--- src/rtl/spiee_pkg.sv ---
package spiee_pkg;
  localparam int BYTE_W = 8;

  localparam logic [7:0] OP_WRITE = 8'h02;
  localparam logic [7:0] OP_READ  = 8'h03;
  localparam logic [7:0] OP_WRDI  = 8'h04;
  localparam logic [7:0] OP_RDSR  = 8'h05;
  localparam logic [7:0] OP_WREN  = 8'h06;

  typedef enum logic [2:0] {PH_OPC, PH_ADDR, PH_DATA, PH_POST, PH_SKIP} phase_e;
  typedef enum logic [1:0] {M_RD, M_WR, M_SR} mode_e;
  typedef enum logic [1:0] {PD_NONE, PD_SET, PD_CLR} pend_e;

  // strobes from control to datapath, all single-cycle
  typedef struct packed {
    logic shiftIn;      // take one SI bit
    logic capAddr;      // load pointer from received byte
    logic memReq;       // read array at pointer, then step pointer
    logic wrByte;       // hand received byte to write engine, page-step pointer
    logic loadTx;       // start a new output byte
    logic txFromStatus; // output byte source is status instead of array
    logic shiftTx;      // next output bit
    logic commit;       // write sequence closed validly
  } dpStrobe_t;
endpackage

--- src/rtl/spiee_ctrl.sv ---
module spiee_ctrl
  import spiee_pkg::*;
(
  input  logic              clk,
  input  logic              rstN,
  input  logic              sckIn,
  input  logic              csN,
  input  logic              holdN,
  input  logic              busyIn,
  input  logic [BYTE_W-1:0] rxNext,
  output dpStrobe_t         st,
  output logic              wel,
  output logic              soOe
);
  logic   sckQ, csQ, busyQ;
  phase_e phase;
  mode_e  mode;
  pend_e  pend;
  logic [2:0] bitCnt, txCnt;
  logic   byteSeen, txActive, reqNext;
  logic   rise, fall, csRise, lastBit;

  // edges only count while selected and not paused
  assign rise    = ~csN & holdN & sckIn & ~sckQ;
  assign fall    = ~csN & holdN & ~sckIn & sckQ;
  assign csRise  = csN & ~csQ;
  assign lastBit = (bitCnt == 3'd7);
  assign soOe    = txActive & ~csN & holdN;

  always_comb begin
    st         = '0;
    st.shiftIn = rise;
    st.memReq  = reqNext & ~csN;
    st.capAddr = rise & lastBit & (phase == PH_ADDR);
    st.wrByte  = rise & lastBit & (phase == PH_DATA) & (mode == M_WR);
    if (fall && phase == PH_DATA && mode != M_WR) begin
      if (txCnt == 3'd0) begin
        st.loadTx       = 1'b1;
        st.txFromStatus = (mode == M_SR);
      end else begin
        st.shiftTx = 1'b1;
      end
    end
    st.commit = csRise & (phase == PH_DATA) & (mode == M_WR) & byteSeen & (bitCnt == 3'd0);
  end

  always_ff @(posedge clk or negedge rstN) begin
    if (!rstN) begin
      sckQ <= 1'b0; csQ <= 1'b1; busyQ <= 1'b0;
      phase <= PH_OPC; mode <= M_RD; pend <= PD_NONE;
      bitCnt <= '0; txCnt <= '0;
      byteSeen <= 1'b0; txActive <= 1'b0; reqNext <= 1'b0; wel <= 1'b0;
    end else begin
      sckQ    <= sckIn;
      csQ     <= csN;
      busyQ   <= busyIn;
      reqNext <= 1'b0;
      if (csN) begin
        if (csRise && phase == PH_POST) begin
          if (pend == PD_SET) wel <= 1'b1;
          else if (pend == PD_CLR) wel <= 1'b0;
        end
        phase <= PH_OPC; bitCnt <= '0; txCnt <= '0;
        txActive <= 1'b0; byteSeen <= 1'b0; pend <= PD_NONE;
      end else begin
        if (rise) begin
          bitCnt <= bitCnt + 3'd1;
          case (phase)
            PH_OPC: if (lastBit) begin
              case (rxNext)
                OP_READ:  begin phase <= PH_ADDR; mode <= M_RD; end
                OP_WRITE: begin
                  mode  <= M_WR;
                  phase <= (wel && !busyIn) ? PH_ADDR : PH_SKIP;
                end
                OP_RDSR:  begin phase <= PH_DATA; mode <= M_SR; end
                OP_WREN:  begin phase <= PH_POST; pend <= PD_SET; end
                OP_WRDI:  begin phase <= PH_POST; pend <= PD_CLR; end
                default:  phase <= PH_SKIP;
              endcase
            end
            PH_ADDR: if (lastBit) begin
              if (mode == M_RD && busyIn) phase <= PH_SKIP;
              else begin
                phase   <= PH_DATA;
                reqNext <= (mode == M_RD);
              end
            end
            PH_DATA: if (lastBit && mode == M_WR) byteSeen <= 1'b1;
            PH_POST: begin phase <= PH_SKIP; pend <= PD_NONE; end
            default: ;
          endcase
        end
        if (fall && phase == PH_DATA && mode != M_WR) begin
          txCnt    <= txCnt + 3'd1;
          txActive <= 1'b1;
          if (txCnt == 3'd0 && mode == M_RD) reqNext <= 1'b1; // prefetch next byte
        end
      end
      if (busyQ && !busyIn) wel <= 1'b0;
    end
  end
endmodule

--- src/rtl/spiee_dp.sv ---
module spiee_dp
  import spiee_pkg::*;
#(
  parameter int ADDR_W = 7,
  parameter int PAGE_W = 4
) (
  input  logic              clk,
  input  logic              rstN,
  input  logic              siIn,
  input  dpStrobe_t         st,
  input  logic [BYTE_W-1:0] status,
  input  logic [BYTE_W-1:0] memRdData,
  output logic [BYTE_W-1:0] rxNext,
  output logic              memRdEn,
  output logic [ADDR_W-1:0] memAddr,
  output logic              wrValid,
  output logic [ADDR_W-1:0] wrAddr,
  output logic [BYTE_W-1:0] wrData,
  output logic              wrCommit,
  output logic              soOut
);
  logic [BYTE_W-1:0] shiftReg, nextByte, txReg, txSrc;
  logic [ADDR_W-1:0] ptr, pageNext;
  logic              rdValidQ;

  assign rxNext   = {shiftReg[BYTE_W-2:0], siIn};
  assign memRdEn  = st.memReq;
  assign memAddr  = ptr;
  assign txSrc    = st.txFromStatus ? status : nextByte;
  assign pageNext = {ptr[ADDR_W-1:PAGE_W], ptr[PAGE_W-1:0] + 1'b1};

  always_ff @(posedge clk or negedge rstN) begin
    if (!rstN) begin
      shiftReg <= '0; nextByte <= '0; txReg <= '0; ptr <= '0;
      rdValidQ <= 1'b0; wrValid <= 1'b0; wrAddr <= '0; wrData <= '0;
      wrCommit <= 1'b0; soOut <= 1'b0;
    end else begin
      rdValidQ <= st.memReq;
      wrValid  <= st.wrByte;
      wrCommit <= st.commit;
      if (rdValidQ) nextByte <= memRdData;
      if (st.shiftIn) shiftReg <= rxNext;
      if (st.capAddr) ptr <= rxNext[ADDR_W-1:0];
      else if (st.memReq) ptr <= ptr + 1'b1;
      else if (st.wrByte) ptr <= pageNext;
      if (st.wrByte) begin
        wrAddr <= ptr;
        wrData <= rxNext;
      end
      if (st.loadTx) begin
        soOut <= txSrc[BYTE_W-1];
        txReg <= {txSrc[BYTE_W-2:0], 1'b0};
      end else if (st.shiftTx) begin
        soOut <= txReg[BYTE_W-1];
        txReg <= {txReg[BYTE_W-2:0], 1'b0};
      end
    end
  end
endmodule

--- src/rtl/spi_eeprom_front.sv ---
module spi_eeprom_front
  import spiee_pkg::*;
#(
  parameter int ADDR_W = 7,
  parameter int PAGE_W = 4
) (
  input  logic              clk,
  input  logic              rstN,
  input  logic              sckIn,
  input  logic              csN,
  input  logic              siIn,
  input  logic              holdN,
  output logic              soOut,
  output logic              soOe,
  input  logic              busyIn,
  input  logic [1:0]        bpIn,
  output logic              memRdEn,
  output logic [ADDR_W-1:0] memAddr,
  input  logic [BYTE_W-1:0] memRdData,
  output logic              wrValid,
  output logic [ADDR_W-1:0] wrAddr,
  output logic [BYTE_W-1:0] wrData,
  output logic              wrCommit
);
  dpStrobe_t         st;
  logic              wel;
  logic [BYTE_W-1:0] rxNext, status;

  assign status = {4'b0000, bpIn[1], bpIn[0], wel, busyIn};

  spiee_ctrl ctrl_i (
    .clk, .rstN, .sckIn, .csN, .holdN, .busyIn,
    .rxNext, .st, .wel, .soOe
  );

  spiee_dp #(.ADDR_W(ADDR_W), .PAGE_W(PAGE_W)) dp_i (
    .clk, .rstN, .siIn, .st, .status, .memRdData, .rxNext,
    .memRdEn, .memAddr, .wrValid, .wrAddr, .wrData, .wrCommit, .soOut
  );
endmodule

--- config.mk ---
export PLATFORM = sky130hd
export DESIGN_NAME = spi_eeprom_front
export DESIGN_NICKNAME = d
export VERILOG_FILES = /design/src/rtl/spiee_pkg.sv /design/src/rtl/spiee_ctrl.sv /design/src/rtl/spiee_dp.sv /design/src/rtl/spi_eeprom_front.sv
export SDC_FILE = /design/constraint.sdc
export NUM_CORES = 1
export LEC_CHECK = 0
export ABC_AREA = 1
export BUFFER_PORTS_ARGS = -buffer_cell sky130_fd_sc_hd__buf_4
export CORE_MARGIN = 1
export CORE_UTILIZATION = 60
export DETAILED_ROUTE_END_ITERATION = 6
export PLACE_DENSITY_LB_ADDON = 0.1
export SLEW_MARGIN = 20
export SYNTH_ARGS = -nofsm -noshare
export SYNTH_HDL_FRONTEND = slang
export SYNTH_SLANG_ARGS = --single-unit
--- constraint.sdc ---
create_clock -name clk -period 4.1 [get_ports clk]
set_input_delay 1.23 -clock clk [delete_from_list [all_inputs] [get_ports clk]]
set_output_delay 1.23 -clock clk [all_outputs]
set_load 0.01 [all_outputs]
== After elaboration in Yosys (flattened, before gate mapping) ==
Cells that the tools add are included.

* Bitwise gates (word level): 21
* Reduce and logical (&&, ||, !) cells: 32
* Eq/ne operators: 17
* Add/sub/neg operators: 4
* Multiplexer cells: 47

{| class="wikitable"
|+ Operators by type and width
! cell !! number
|-
| $mux W3 || 11
|-
| $eq A8 B3 Y1 const B || 3
|-
| $mux W8 || 3
|-
| $mux W1 || 21
|-
| $and A1 B1 Y1 || 17
|-
| $eq A8 B2 Y1 const B || 2
|-
| $reduce_bool A2 Y1 || 8
|-
| $mux W7 || 2
|-
| $pmux W3 S4 || 1
|-
| $reduce_bool A3 Y1 || 4
|-
| $logic_not A3 Y1 || 3
|-
| $pmux W3 S3 || 1
|-
| $logic_and A1 B1 Y1 || 8
|-
| $mux W2 || 4
|-
| $pmux W2 S2 || 2
|-
| $reduce_and A4 Y1 || 2
|-
| $add A7 B1 Y7 const B || 1
|-
| $add A3 B1 Y3 const B || 2
|-
| $eq A3 B2 Y1 const B || 2
|-
| $ne A3 B2 Y1 const B || 2
|-
| $pmux W2 S3 || 1
|-
| $reduce_and A3 Y1 || 2
|-
| $reduce_and A5 Y1 || 1
|-
| $add A4 B1 Y4 const B || 1
|-
| 12 further kinds || 17
|}

* Input bits: 17
* Bits in registers: 69

== Longest topological paths before layout ==
* Depth after elaboration: 10
* Depth in mapped cells: 10
* Gate-level depth less buffers: 10

== Modules after synthesis ==
From an unflattened synthesis, not the netlist that was laid out.

* Cell total of the unflattened synthesis: 440
* Area total of the unflattened synthesis: 3,517.1 um^2

{| class="wikitable"
|+ By module, submodules not included
! module !! cells each !! sequential area each (um^2) !! instances !! area each (um^2)
|-
| spiee_dp || 249 || 1,201.2 || 1 || 2,177.1
|-
| spiee_ctrl || 190 || 501.7 || 1 || 1,336.3
|-
| spi_eeprom_front || 1 || 0.0 || 1 || 3.8
|}

== Least setup slack after synthesis ==
No wires, ideal clock.

* Kind: input port to output port
* From: input port csN
* To: output port memRdEn
* Stages: 2
* Path buffers: 1
* Setup slack: 1,168 ps
* Data required time: 2,870 ps
* Arrival time: 1,702 ps
* Path through: buf_6 nor2_1

* Longest elaborated chain between the ends: 2

{| class="wikitable"
|+ RTL lines
! element !! RTL line !! text
|-
| start: declaration || spi_eeprom_front.sv:10 || <nowiki>input logic csN,</nowiki>
|-
| $not A1 Y1 (no line) || n/a ||
|-
| $and A1 B1 Y1 || spiee_ctrl.sv:33 || <nowiki>st.memReq = reqNext & ~csN;</nowiki>
|-
| end: declaration || spi_eeprom_front.sv:17 || <nowiki>output logic memRdEn,</nowiki>
|}

No other way between the ends.

== Worst setup path in the final report ==
Ends and elaborated chain as after synthesis.

==> impl_metrics.ini <==
[run_status]
status = finished clean

[sta]
rsz0062_at_grt = false
period_share_pct = 78.67
drv_slew = 0
fin_skew_ns = 0.008327
fin_crit_ns = 3.226
setup_ws_ns = 0.8743
relSlewSlack_pct = 43.98
finalSetupViolCount = 0
tightestPinTransition_ns = 0.8403
setup_tns_ns = 0
fmax_mhz = 310.0
hold_violations = 0

[final_layout]
mostFrequentLayoutCells = nand2_1 (102), dfrtp_1 (67), inv_1 (52), buf_4 (43), o21ai_0 (34)
fin_cells = 528
syn_to_final_growth_pct = 14.84
diodes = 0
layout_commonest_cell = nand2_1
finalNetCount = 474
drive_gt1_share_pct = 22.81

[critical_path]
cp-end-kind = primary output
cp_slowest_cell = nor2_1
path_cells = buf_4 -> nor2_1 -> buf_4
crit_arrival_ns = 2.00
r2r_start = ctrl_i.bitCnt[0]$_DFFE_PN0N_
cp.required_ns = 2.87
critical-path-top-delay-family = simple AND/OR/NAND/NOR gates
crit_buf_inv = 2
worst-setup-path-type = in2out
r2r-end = dp_i.memAddr[1]$_DFFE_PN0P_
cpPeakStageDelay_ns = 0.39
worst-path-max-fanout = 9
reg2reg_depth = 8
crit_top_cell = buf_4
r2r_slack_ns = 2.36
worstSetupStartpointType = input pin

[synthesis]
avgSynthCellArea_sq_um = 8.537
syn_area_sq_um = 3466
synth_nets = 429
synth_ff_type = dfrtp_1
syn_inst = 406
synth_edf_count = 0
synthArstFlopShare_pct = 100.0
ys_warn_count = 0
ys_ff_latch = 68
synth.distinct_cells = 37
yosysSeqAreaShare_pct = 49.13

[drt]
vias_per_cell = 5.182
drt_iter0_drc = 184
ant_nets = 0
wl_per_cell_microns = 13.11
first_pass_iters = 4
via_count = 2736
route.detailed.drc = 0
wl_microns = 6923

[place]
io_buffers = 43
place_ws_ns = 0.8626
placed_cells = 512
gp_congestion = 0.8836
post-dp-hpwl_microns = 5007

[clock_tree]
cts_setup_buffers = 0
cts_buffer_depth = 2
clock_latency_ns = 0.34
cts_sinks = 68
h-tree-depth = 3
root_buffer = clkbuf_8
cts_resized = 0
postCtsHoldBufs = 0
cts.clk_slew.worst_paths_ns = 0.06
cts_tree = built
cts_inserted_buffers = 9

[hold_path]
hold_start = ctrl_i.busyQ$_DFF_PN0_
worst_hold_path_type = reg2reg
hold_depth = 1
whs_endpoint = ctrl_i.wel$_DFFE_PN0P_

[floorplanning]
row_count = 27
io_pins = 44
die_area_sq_um = 6084
core_sq_um = 5540
die-height_microns = 78
fp.dieW_microns = 78
start_util_pct = 62.56

[global_routing]
grt-ovfl-total = 0
antenna_found_initial = 0
grt_usage_pct = 25.72
first_global_vias = 2479
grt_pass1_wl_microns = 11730
grt_max_degree = 69

[power]
power_density_nw_per_um2 = 406.5
ir_drop_v = 0.0003051
p_leak_nw = 2.040
power_w = 0.001618

[job]
max_cap_viol_count = 0
## synth_stat cells, types with 4 or more instances
| cell type | n | area [sq um] |
|---|---|---|
| a21oi_1 | 13 | 65.06 |
| a21oi_2 | 4 | 35.03 |
| buf_6 | 6 | 67.56 |
| dfrtp_1 | 67 | 1677 |
| ha_1 | 6 | 75.07 |
| inv_1 | 52 | 195.2 |
| nand2_1 | 102 | 382.9 |
| nand2_4 | 5 | 56.30 |
| nand3_1 | 18 | 90.09 |
| nand4_1 | 4 | 25.02 |
| nor2_1 | 30 | 112.6 |
| nor2_2 | 4 | 25.02 |
| nor2_4 | 5 | 56.30 |
| nor3_1 | 4 | 20.02 |
| o21ai_0 | 34 | 170.2 |
| o21ai_1 | 8 | 40.04 |
| o21ai_2 | 8 | 70.07 |
| or2_2 | 4 | 25.02 |
| xor2_1 | 4 | 35.03 |
## area by class of cell
type,instances,area (sq um)
clock buffer,15,176.4
clock inverter,1,5.005
fill,463,1560
inverter,58,226.5
multi-input combinational,271,1456
sequential,68,1703
tap,72,90.09
timing repair buffer,43,322.8
## registers in the layout, summed over array words and instances, names as in the netlist, 2 cells and up
register	count
dp_i.shiftReg	7
dp_i.memAddr	7
ctrl_i.pend	2
dp_i.nextByte	8
dp_i.wrAddr	7
ctrl_i.bitCnt	3
ctrl_i.mode	2
ctrl_i.txCnt	3
dp_i.txReg	7
ctrl_i.phase	3
dp_i.wrData	8
## power breakdown
part | switching [W] | internal [W] | total, W
Sequential | 0.0000532 | 0.000741 | 0.000794
Combinational | 0.000203 | 0.000113 | 0.000317
Clock | 0.000238 | 0.000269 | 0.000507
## per-stage QoR
step           area (sq um)  hold slack [ns]  util (%)
2_1_floorplan          3466           0.4316         -
3_3_place_gp           3799           0.4386     68.56
3_5_place_dp           3799           0.4389     68.56
4_1_cts                3980           0.4509     71.84
5_1_grt                3980           0.4582     71.84
6_report               3980           0.4529     71.84
## worst reg2reg max path, delay by kind of cell (launching register included)
family          cells  cell delay (ns)
compound gates      1             0.05
simple gates        4             0.61
flops               1             0.38
fa+ha+maj           2             0.39
buf+inv             1             0.22
## how the worst max path moves through the flow
stage	from	cells after the start	slack [ns]	end
after floorplan	csN	2	1.17	memRdEn
after global placement	csN	3	0.96	memRdEn
after detailed placement	csN	3	0.86	memRdEn
after CTS	csN	3	0.89	memRdEn
after global routing	csN	3	0.83	memRdEn
final	csN	3	0.87	memRdEn
## metal layers
metal	share of wire, %	routed length, microns	track usage (%)	vias up
li1	-	-	-	1381
met1	50	3494	38.29	1276
met2	43	3008	36.46	69
met3	4.7	326	5.647	10
met4	1.3	93	10.37	0
met5	0	0	0	-
## cell families after synthesis
logic type	share of synthesized area (%)
simple gates	25.56
buf+inv	8.845
fa+ha+maj	2.166
xor+xnor	1.011
compound gates	12.31
mux	0.9747
flops	49.13
Power figures use the tool's default switching activity.
